<file path="src/rtl/dss_pkg.sv">
package dss_pkg;
   typedef enum logic [1:0] {
      ST_NORMAL  = 2'd0,
      ST_C4_PEND = 2'd1,
      ST_DEEPER  = 2'd2,
      ST_DEEPV   = 2'd3
   } dss_state_e;
endpackage

</file>
<file path="src/rtl/dss_core_decode.sv">
module dss_core_decode #(
   parameter int NCORE   = 2,
   parameter int CW      = 3,
   parameter int PW      = 4,
   parameter int C4_CODE = 4,
   parameter int PLOW    = 0
) (
   input  logic [NCORE*CW-1:0] cstate_i,
   input  logic [NCORE*PW-1:0] pstate_i,
   output logic                all_sleep_o
);
   logic [NCORE-1:0] core_ok;

   for (genvar i = 0; i < NCORE; i++) begin : g_core
      assign core_ok[i] = (cstate_i[i*CW +: CW] == CW'(C4_CODE)) &&
                          (pstate_i[i*PW +: PW] == PW'(PLOW));
   end

   assign all_sleep_o = &core_ok;
endmodule

</file>
<file path="src/rtl/dss_ioreq.sv">
module dss_ioreq (
   input  logic clk,
   input  logic rst,
   input  logic issue4_i,
   input  logic issue5_i,
   input  logic ack_i,
   output logic busy_o,
   output logic l4_o,
   output logic l5_o
);
   always_ff @(posedge clk) begin
      if (rst) begin
         busy_o <= 1'b0;
         l4_o   <= 1'b0;
         l5_o   <= 1'b0;
      end else begin
         l4_o <= issue4_i;
         l5_o <= issue5_i;
         if (issue4_i || issue5_i)
            busy_o <= 1'b1;
         else if (ack_i)
            busy_o <= 1'b0;
      end
   end
endmodule

</file>
<file path="src/rtl/dss_vid_sel.sv">
module dss_vid_sel
   import dss_pkg::*;
#(
   parameter int VW      = 7,
   parameter bit VID_REG = 1'b0
) (
   input  logic       clk,
   input  logic       rst,
   input  logic [VW-1:0] normal_i,
   input  logic [VW-1:0] deeper_i,
   input  logic [VW-1:0] deep_i,
   input  dss_state_e state_i,
   output logic [VW-1:0] vid_o
);
   logic [VW-1:0] code_normal_q, code_deeper_q, code_deep_q;
   logic [VW-1:0] vid_sel;

   always_ff @(posedge clk) begin
      if (rst) begin
         code_normal_q <= normal_i;
         code_deeper_q <= deeper_i;
         code_deep_q   <= deep_i;
      end
   end

   always_comb begin
      unique case (state_i)
         ST_DEEPER: vid_sel = code_deeper_q;
         ST_DEEPV:  vid_sel = code_deep_q;
         default:   vid_sel = code_normal_q;
      endcase
   end

   if (VID_REG) begin : g_vid_reg
      logic [VW-1:0] vid_q;
      always_ff @(posedge clk) begin
         if (rst) vid_q <= normal_i;
         else     vid_q <= vid_sel;
      end
      assign vid_o = vid_q;
   end else begin : g_vid_comb
      assign vid_o = vid_sel;
   end
endmodule

</file>
<file path="src/rtl/dual_sleep_seq.sv">
module dual_sleep_seq
   import dss_pkg::*;
#(
   parameter int CW      = 3,
   parameter int PW      = 4,
   parameter int VW      = 7,
   parameter int C4_CODE = 4,
   parameter int PLOW    = 0,
   parameter bit VID_REG = 1'b0
) (
   input  logic          clk,
   input  logic          rst,
   input  logic [CW-1:0] core0_cstate,
   input  logic [CW-1:0] core1_cstate,
   input  logic [PW-1:0] core0_pstate,
   input  logic [PW-1:0] core1_pstate,
   input  logic          cache_flushed,
   input  logic          shrink_block,
   input  logic          l5_enable,
   input  logic          io_ack,
   input  logic [VW-1:0] vid_normal_code,
   input  logic [VW-1:0] vid_deeper_code,
   input  logic [VW-1:0] vid_deep_code,
   output logic          l4_read_req,
   output logic          l5_read_req,
   output logic          dslp_req_n,
   output logic [VW-1:0] vid
);
   localparam int NCORE = 2;

   initial begin
      if (CW < 1 || C4_CODE >= (1 << CW)) $error("C4_CODE does not fit CW");
      if (PW < 1 || PLOW >= (1 << PW))    $error("PLOW does not fit PW");
      if (VW < 1)                         $error("VW must be positive");
   end

   dss_state_e state_q, state_d;
   logic all_sleep, busy, issue4, issue5, l5_sent_q;

   dss_core_decode #(
      .NCORE(NCORE), .CW(CW), .PW(PW), .C4_CODE(C4_CODE), .PLOW(PLOW)
   ) u_decode (
      .cstate_i    ({core1_cstate, core0_cstate}),
      .pstate_i    ({core1_pstate, core0_pstate}),
      .all_sleep_o (all_sleep)
   );

   always_comb begin
      state_d = state_q;
      issue4  = 1'b0;
      issue5  = 1'b0;
      unique case (state_q)
         ST_NORMAL: begin
            if (all_sleep && !busy) begin
               state_d = ST_C4_PEND;
               issue4  = 1'b1;
            end
         end
         ST_C4_PEND: begin
            if (!all_sleep)          state_d = ST_NORMAL;
            else if (busy && io_ack) state_d = ST_DEEPER;
         end
         ST_DEEPER: begin
            if (!all_sleep) begin
               state_d = ST_NORMAL;
            end else if (!shrink_block && !busy) begin
               if (!cache_flushed)              issue4  = 1'b1;
               else if (l5_enable && !l5_sent_q) issue5 = 1'b1;
               else                              state_d = ST_DEEPV;
            end
         end
         ST_DEEPV: begin
            if (!all_sleep) state_d = ST_NORMAL;
         end
         default: state_d = ST_NORMAL;
      endcase
   end

   always_ff @(posedge clk) begin
      if (rst) begin
         state_q   <= ST_NORMAL;
         l5_sent_q <= 1'b0;
      end else begin
         state_q <= state_d;
         if (state_q == ST_NORMAL) l5_sent_q <= 1'b0;
         else if (issue5)          l5_sent_q <= 1'b1;
      end
   end

   dss_ioreq u_ioreq (
      .clk      (clk),
      .rst      (rst),
      .issue4_i (issue4),
      .issue5_i (issue5),
      .ack_i    (io_ack),
      .busy_o   (busy),
      .l4_o     (l4_read_req),
      .l5_o     (l5_read_req)
   );

   dss_vid_sel #(.VW(VW), .VID_REG(VID_REG)) u_vid (
      .clk      (clk),
      .rst      (rst),
      .normal_i (vid_normal_code),
      .deeper_i (vid_deeper_code),
      .deep_i   (vid_deep_code),
      .state_i  (state_q),
      .vid_o    (vid)
   );

   assign dslp_req_n = !((state_q == ST_DEEPER) || (state_q == ST_DEEPV));
endmodule

</file>
<file path="config.mk">
export PLATFORM = sky130hd
export DESIGN_NAME = dual_sleep_seq
export DESIGN_NICKNAME = d
export VERILOG_FILES = /design/src/rtl/dss_pkg.sv /design/src/rtl/dss_core_decode.sv /design/src/rtl/dss_ioreq.sv /design/src/rtl/dss_vid_sel.sv /design/src/rtl/dual_sleep_seq.sv
export SDC_FILE = /design/constraint.sdc
export NUM_CORES = 1
export LEC_CHECK = 0
export BUFFER_PORTS_ARGS = -buffer_cell sky130_fd_sc_hd__buf_2
export CAP_MARGIN = 5
export CORE_MARGIN = 2
export CORE_UTILIZATION = 48
export CTS_CLUSTER_SIZE = 25
export DETAILED_ROUTE_END_ITERATION = 10
export HOLD_SLACK_MARGIN = 0.05
export MAX_ROUTING_LAYER = met4
export PLACE_DENSITY = 0.83
export SYNTH_ARGS = -nofsm -noshare
export SYNTH_HDL_FRONTEND = slang
export SYNTH_SLANG_ARGS = --single-unit
</file>
<file path="constraint.sdc">
create_clock -name clk -period 2.2 [get_ports clk]
set_input_delay 0.22 -clock clk [delete_from_list [all_inputs] [get_ports clk]]
set_output_delay 0.22 -clock clk [all_outputs]
set_load 0.03 [all_outputs]
</file>
== Word-level counts from Yosys, hierarchy flattened ==
Cells that the tools add are included.
W data, S select, Z words.
Storage, ports and cells
  bits in registers: 27
  latch bits: 0
  memory bits (writable): 0
  bits in read-only memories: 0
  input port bits: 41
  output and inout port bits: 10
  logic and storage cells: 60
  memories: 0
Operators by class
  $add $sub $neg: 0
  $mul: 0
  divide/modulo/power cells: 0
  magnitude comparators: 0
  equality and inequality tests: 11
  shift operators: 0
  muxes and demuxes: 22
  bitwise gates (word level): 0
  reductions and logical operators: 19
Operators by type and width (number)
  $mux W2: 8
  $pmux W7 S2: 1
  $ne A3 B3 Y1 const B: 4
  $mux W1: 11
  $logic_not A4 Y1: 2
  $pmux W2 S4: 1
  $eq A3 B3 Y1 const B: 2
  $logic_and A1 B1 Y1: 6
  $reduce_and A6 Y1: 1
  $eq A2 B2 Y1 const B: 2
  $logic_not A1 Y1: 4
  $ne A2 B2 Y1 const B: 2
  $eq A2 B1 Y1 const B: 1
  $logic_not A2 Y1: 1
  $logic_or A1 B1 Y1: 2
  $pmux W1 S2: 1
  $reduce_and A2 Y1: 1
  $reduce_bool A2 Y1: 1
  $reduce_or A2 Y1: 1

== Longest topological paths before layout ==
  depth after elaboration: 9
  depth in mapped cells: 4
  depth with buffers taken out: 4

== Modules after synthesis ==
A second synthesis with hierarchy kept.
Second synthesis, totals
  cell total of the unflattened synthesis: 77
  area, all modules: 1073.5 µm²
Modules (own cells, without submodules)
  dss_vid_sel: times used 1, cells each 44, area each 784.5 µm², seq. area each 630.6 µm²
  dual_sleep_seq: times used 1, cells each 20, area each 166.4 µm², seq. area each 60.1 µm²
  dss_ioreq: times used 1, cells each 8, area each 87.6 µm², seq. area each 60.1 µm²
  dss_core_decode: times used 1, cells each 5, area each 35.0 µm², seq. area each 0.0 µm²

== Least setup slack after synthesis ==
No wires, ideal clock.
  path kind: reg2out
  from: reg state_q[1]
  to: out vid[2]
  data arrival time: 1.382 ns
  data required time: 1.980 ns
  slack: 0.598 ns
  cell stages (with the launch flop): 5
  path buffers: 2
  path through: dfxtp_1 clkbuf_1 clkbuf_1 nor2_1 a21oi_1
On the way
  longest elaborated chain between the ends: 2
  elaborated cells between the ends (all ways): 3
  classes of those cells: 2 x eq/ne; 1 x mux
Ends and longest elaborated chain
  start: declaration: line dual_sleep_seq.sv:37  | dss_state_e state_q, state_d;
  start signal: assignment: line dual_sleep_seq.sv:84  | state_q <= state_d;
  $eq A2 B2 Y1: line dss_vid_sel.sv:27  | unique case (state_i)
  $pmux W7 S2 *: line dss_vid_sel.sv:27
  end: declaration: line dual_sleep_seq.sv:27  | output logic [VW-1:0] vid
Mark *: on every way between the ends. The rest lies on a longest branch, timed or not.

== Final worst setup path ==
  from: reg state_q[0]
  to: out vid[1]
The elaborated chain is that of the path after synthesis.

==> out/metrics.cfg <==
[outcome]
status = completed

[routing]
vias = 854
wire_per_inst_um = 13.2
first_pass_iters = 4
routed_wl_um = 2210
ant_nets = 0
drt_iter0_markers = 14
drc = 0
viasPerCell = 5.11

[global_route]
grt_pass1_wl_um = 3050
grt_max_degree = 24
grt_pass1_vias = 778
antenna_found_initial = 0
overflow = 0
grt_use_total_pct = 16.5

[placement]
io_buffers = 50
hpwl_um = 1410
placed_area_um2 = 1360
routabilityCongestion = 0.666
pre_cts_ws_ns = 0.806

[sta]
post-route-period-util_pct = 81.0
setup-tns-final_ns = 0
fin_ws_ns = 0.418
rsz0062_at_grt = false
fin_crit_ns = 1.78
whs_ns = 0.0664
skew_ns = 0.00894
setup_violations = 0
worstMarginPinSlew_ns = 0.603
drv_slew = 0
timing.slew.headroom_pct = 59.8
hold_viol = 0
fmax_mhz = 561

[logic_synthesis]
synthTopCellsByArea = edfxtp_1 58%, dfxtp_1 11%, mux2i_1 6.4%, a21oi_1 4.6%, nor2_1 3.8%
synth_area_leader_cell = edfxtp_1
synth_cell_types = 23
async_reset_ff_share_pct = 0
synth_common_cells = 21 x edfxtp_1, 11 x nor2_1, 10 x a21oi_1
ys_seq_elements = 27
synth_area_um2 = 1090
seq_area_frac_synth_pct = 69.0
avgSynthCellArea_um2 = 13.8
syn-instance-count = 79
yosysMostFrequentCell = edfxtp_1
syn_nets = 120
synth_edf_count = 21
synth_warnings = 0
synthDominantCellAreaShare_pct = 58.0
synthFlopType = edfxtp_1

[flow_run]
maxCapViolCount = 0

[setup_path]
crit_type = flop to primary output
crit_fanout = 11
required_ns = 1.98
end_kind = primary output
ff2ff_path_depth = 3
crit_chain = mux2i_1 -> a21oi_1 -> buf_2
cp_top_family = flip-flops
crit-reg2reg-capture = state_q[0]$_SDFFE_PP0P_
start_kind = flop
max_stage_delay_ns = 0.67
crit-reg2reg-launch = state_q[1]$_SDFFE_PP0P_
critPathBufInv = 1
worst_path_max_delay_cell = dfxtp_1
arrival_ns = 1.56
r2r_slack_ns = 0.86

[clocking]
htreeDepth = 1
numCtsBuffers = 3
cts_tree = built
cts.reportedPaths.clkPinSlew_ns = 0.13
ctsLongestPathBuffers = 2
clkSinkCount = 27
insertion_delay_ns = 0.32
postCtsSetupBuffers = 0
cts_root_buffer = clkbuf_4

[worst_hold_path]
min_path_type = input pin to flop
worstHoldPathCells = 1
holdCritStartpoint = vid_normal_code[0]
worstHoldEndpoint = u_vid.code_normal_q[0]$_DFFE_PP_

[die]
io_pins = 51
die_y_um = 51.6
core_um2 = 2170
rows = 17
die_area_um2 = 2660
die_w_um = 51.6
start_util_pct = 50.1

[layout]
seq_area_um2 = 751
design_area_um2 = 1480
areaGrowthSynthToFinish_pct = 36.2
antennaDiodeCount = 0
drive_above_1_share_pct = 43.9
fillers = 168
multi_input_area_um2 = 313
nets = 181

[power_and_ir_drop]
powerDensity_nw_per_um2 = 618
p_leak_nw = 0.600
vdd_ir_drop_max_v = 0.000533

## where the power goes
part           switching (mW)  internal [mW]
clock network           0.143         0.0681
logic                  0.0581         0.0541
registers             0.00800          0.583
## layout by cell type (no fill, tap or decap)
cell type | netlist | routed
nor4_1 | 1 | 1
buf_4 | 0 | 1
nor4_2 | 1 | 1
a31oi_1 | 1 | 1
buf_2 | 1 | 50
a21oi_1 | 10 | 10
nand4b_1 | 1 | 1
nand3b_1 | 1 | 1
o31ai_2 | 2 | 2
nand3_1 | 1 | 1
nor4b_2 | 2 | 2
edfxtp_1 | 21 | 21
o21a_1 | 1 | 1
or2_4 | 1 | 1
clkbuf_4 | 0 | 3
nor2_1 | 11 | 11
inv_1 | 2 | 2
nand2b_1 | 1 | 1
dlygate4sd3_1 | 0 | 9
mux2i_1 | 7 | 7
nand4_1 | 1 | 1
o211ai_1 | 1 | 1
dfxtp_1 | 6 | 6
nand2_1 | 1 | 1
nor3_1 | 2 | 2
clkinv_2 | 0 | 1
## flip-flops by register name, summed over array words and instances (netlist names)
name                 cells
l5_sent_q                1
u_ioreq.busy_o           1
u_ioreq.l5_o             1
state_q                  2
u_ioreq.l4_o             1
u_vid.code_deep_q        7
u_vid.code_normal_q      7
u_vid.code_deeper_q      7
## stage by stage
stage / instances / power, mW / util (%)
6_report: 167 / 0.915 / 68.3
5_1_grt: 167 / 0.946 / 68.3
4_1_cts: 162 / 0.911 / 66.0
3_5_place_dp: 154 / 0.701 / 62.9
3_3_place_gp: 154 / 0.697 / 62.9
2_1_floorplan: 79 / 0.641 / -
## worst max path at each step
stage                                       start     end  slack (ns)  cells past startpoint
after floorplan           state_q[1]$_SDFFE_PP0P_  vid[2]        0.60                      4
after global placement    state_q[0]$_SDFFE_PP0P_  vid[0]        0.83                      3
after detailed placement  state_q[0]$_SDFFE_PP0P_  vid[1]        0.81                      3
after CTS                 state_q[0]$_SDFFE_PP0P_  vid[1]        0.42                      3
after global routing      state_q[0]$_SDFFE_PP0P_  vid[1]        0.29                      3
final                     state_q[0]$_SDFFE_PP0P_  vid[1]        0.42                      3
## cells by family (layout without fill, tap and decap cells)
group | count (synthesis) | count (layout) | share of synthesized area (%)
AO/OA/AOI/OAI | 15 | 15 | 8.86
flip-flops | 27 | 27 | 69.0
AND/OR/NAND/NOR | 24 | 24 | 13.5
buffers and inverters | 6 | 66 | 2.19
multiplexers | 7 | 7 | 6.44
## metal layers
metal  GRT usage, %  vias up  share of wire [%]
met5              -        -                  0
met3           2.87        6                6.5
li1               -      420                  -
met2           28.8       33                 54
met1           16.3      395                 37
met4           12.7        0                2.1
## what timing repair did
item                                    CTS  global route
hold buffers                              4             5
hold endpoints to repair                  4             5
endpoints found under the setup margin    0             0
resized for setup                         0             0
## cell type report
type,instances,share of cell area [%]
sequential,27,50.7
timing repair buffer,60,23.5
multi-input combinational,46,21.1
tap,28,2.36
clock buffer,3,1.52
inverter,2,0.507
clock inverter,1,0.338
(Power assumes the default switching activity.)
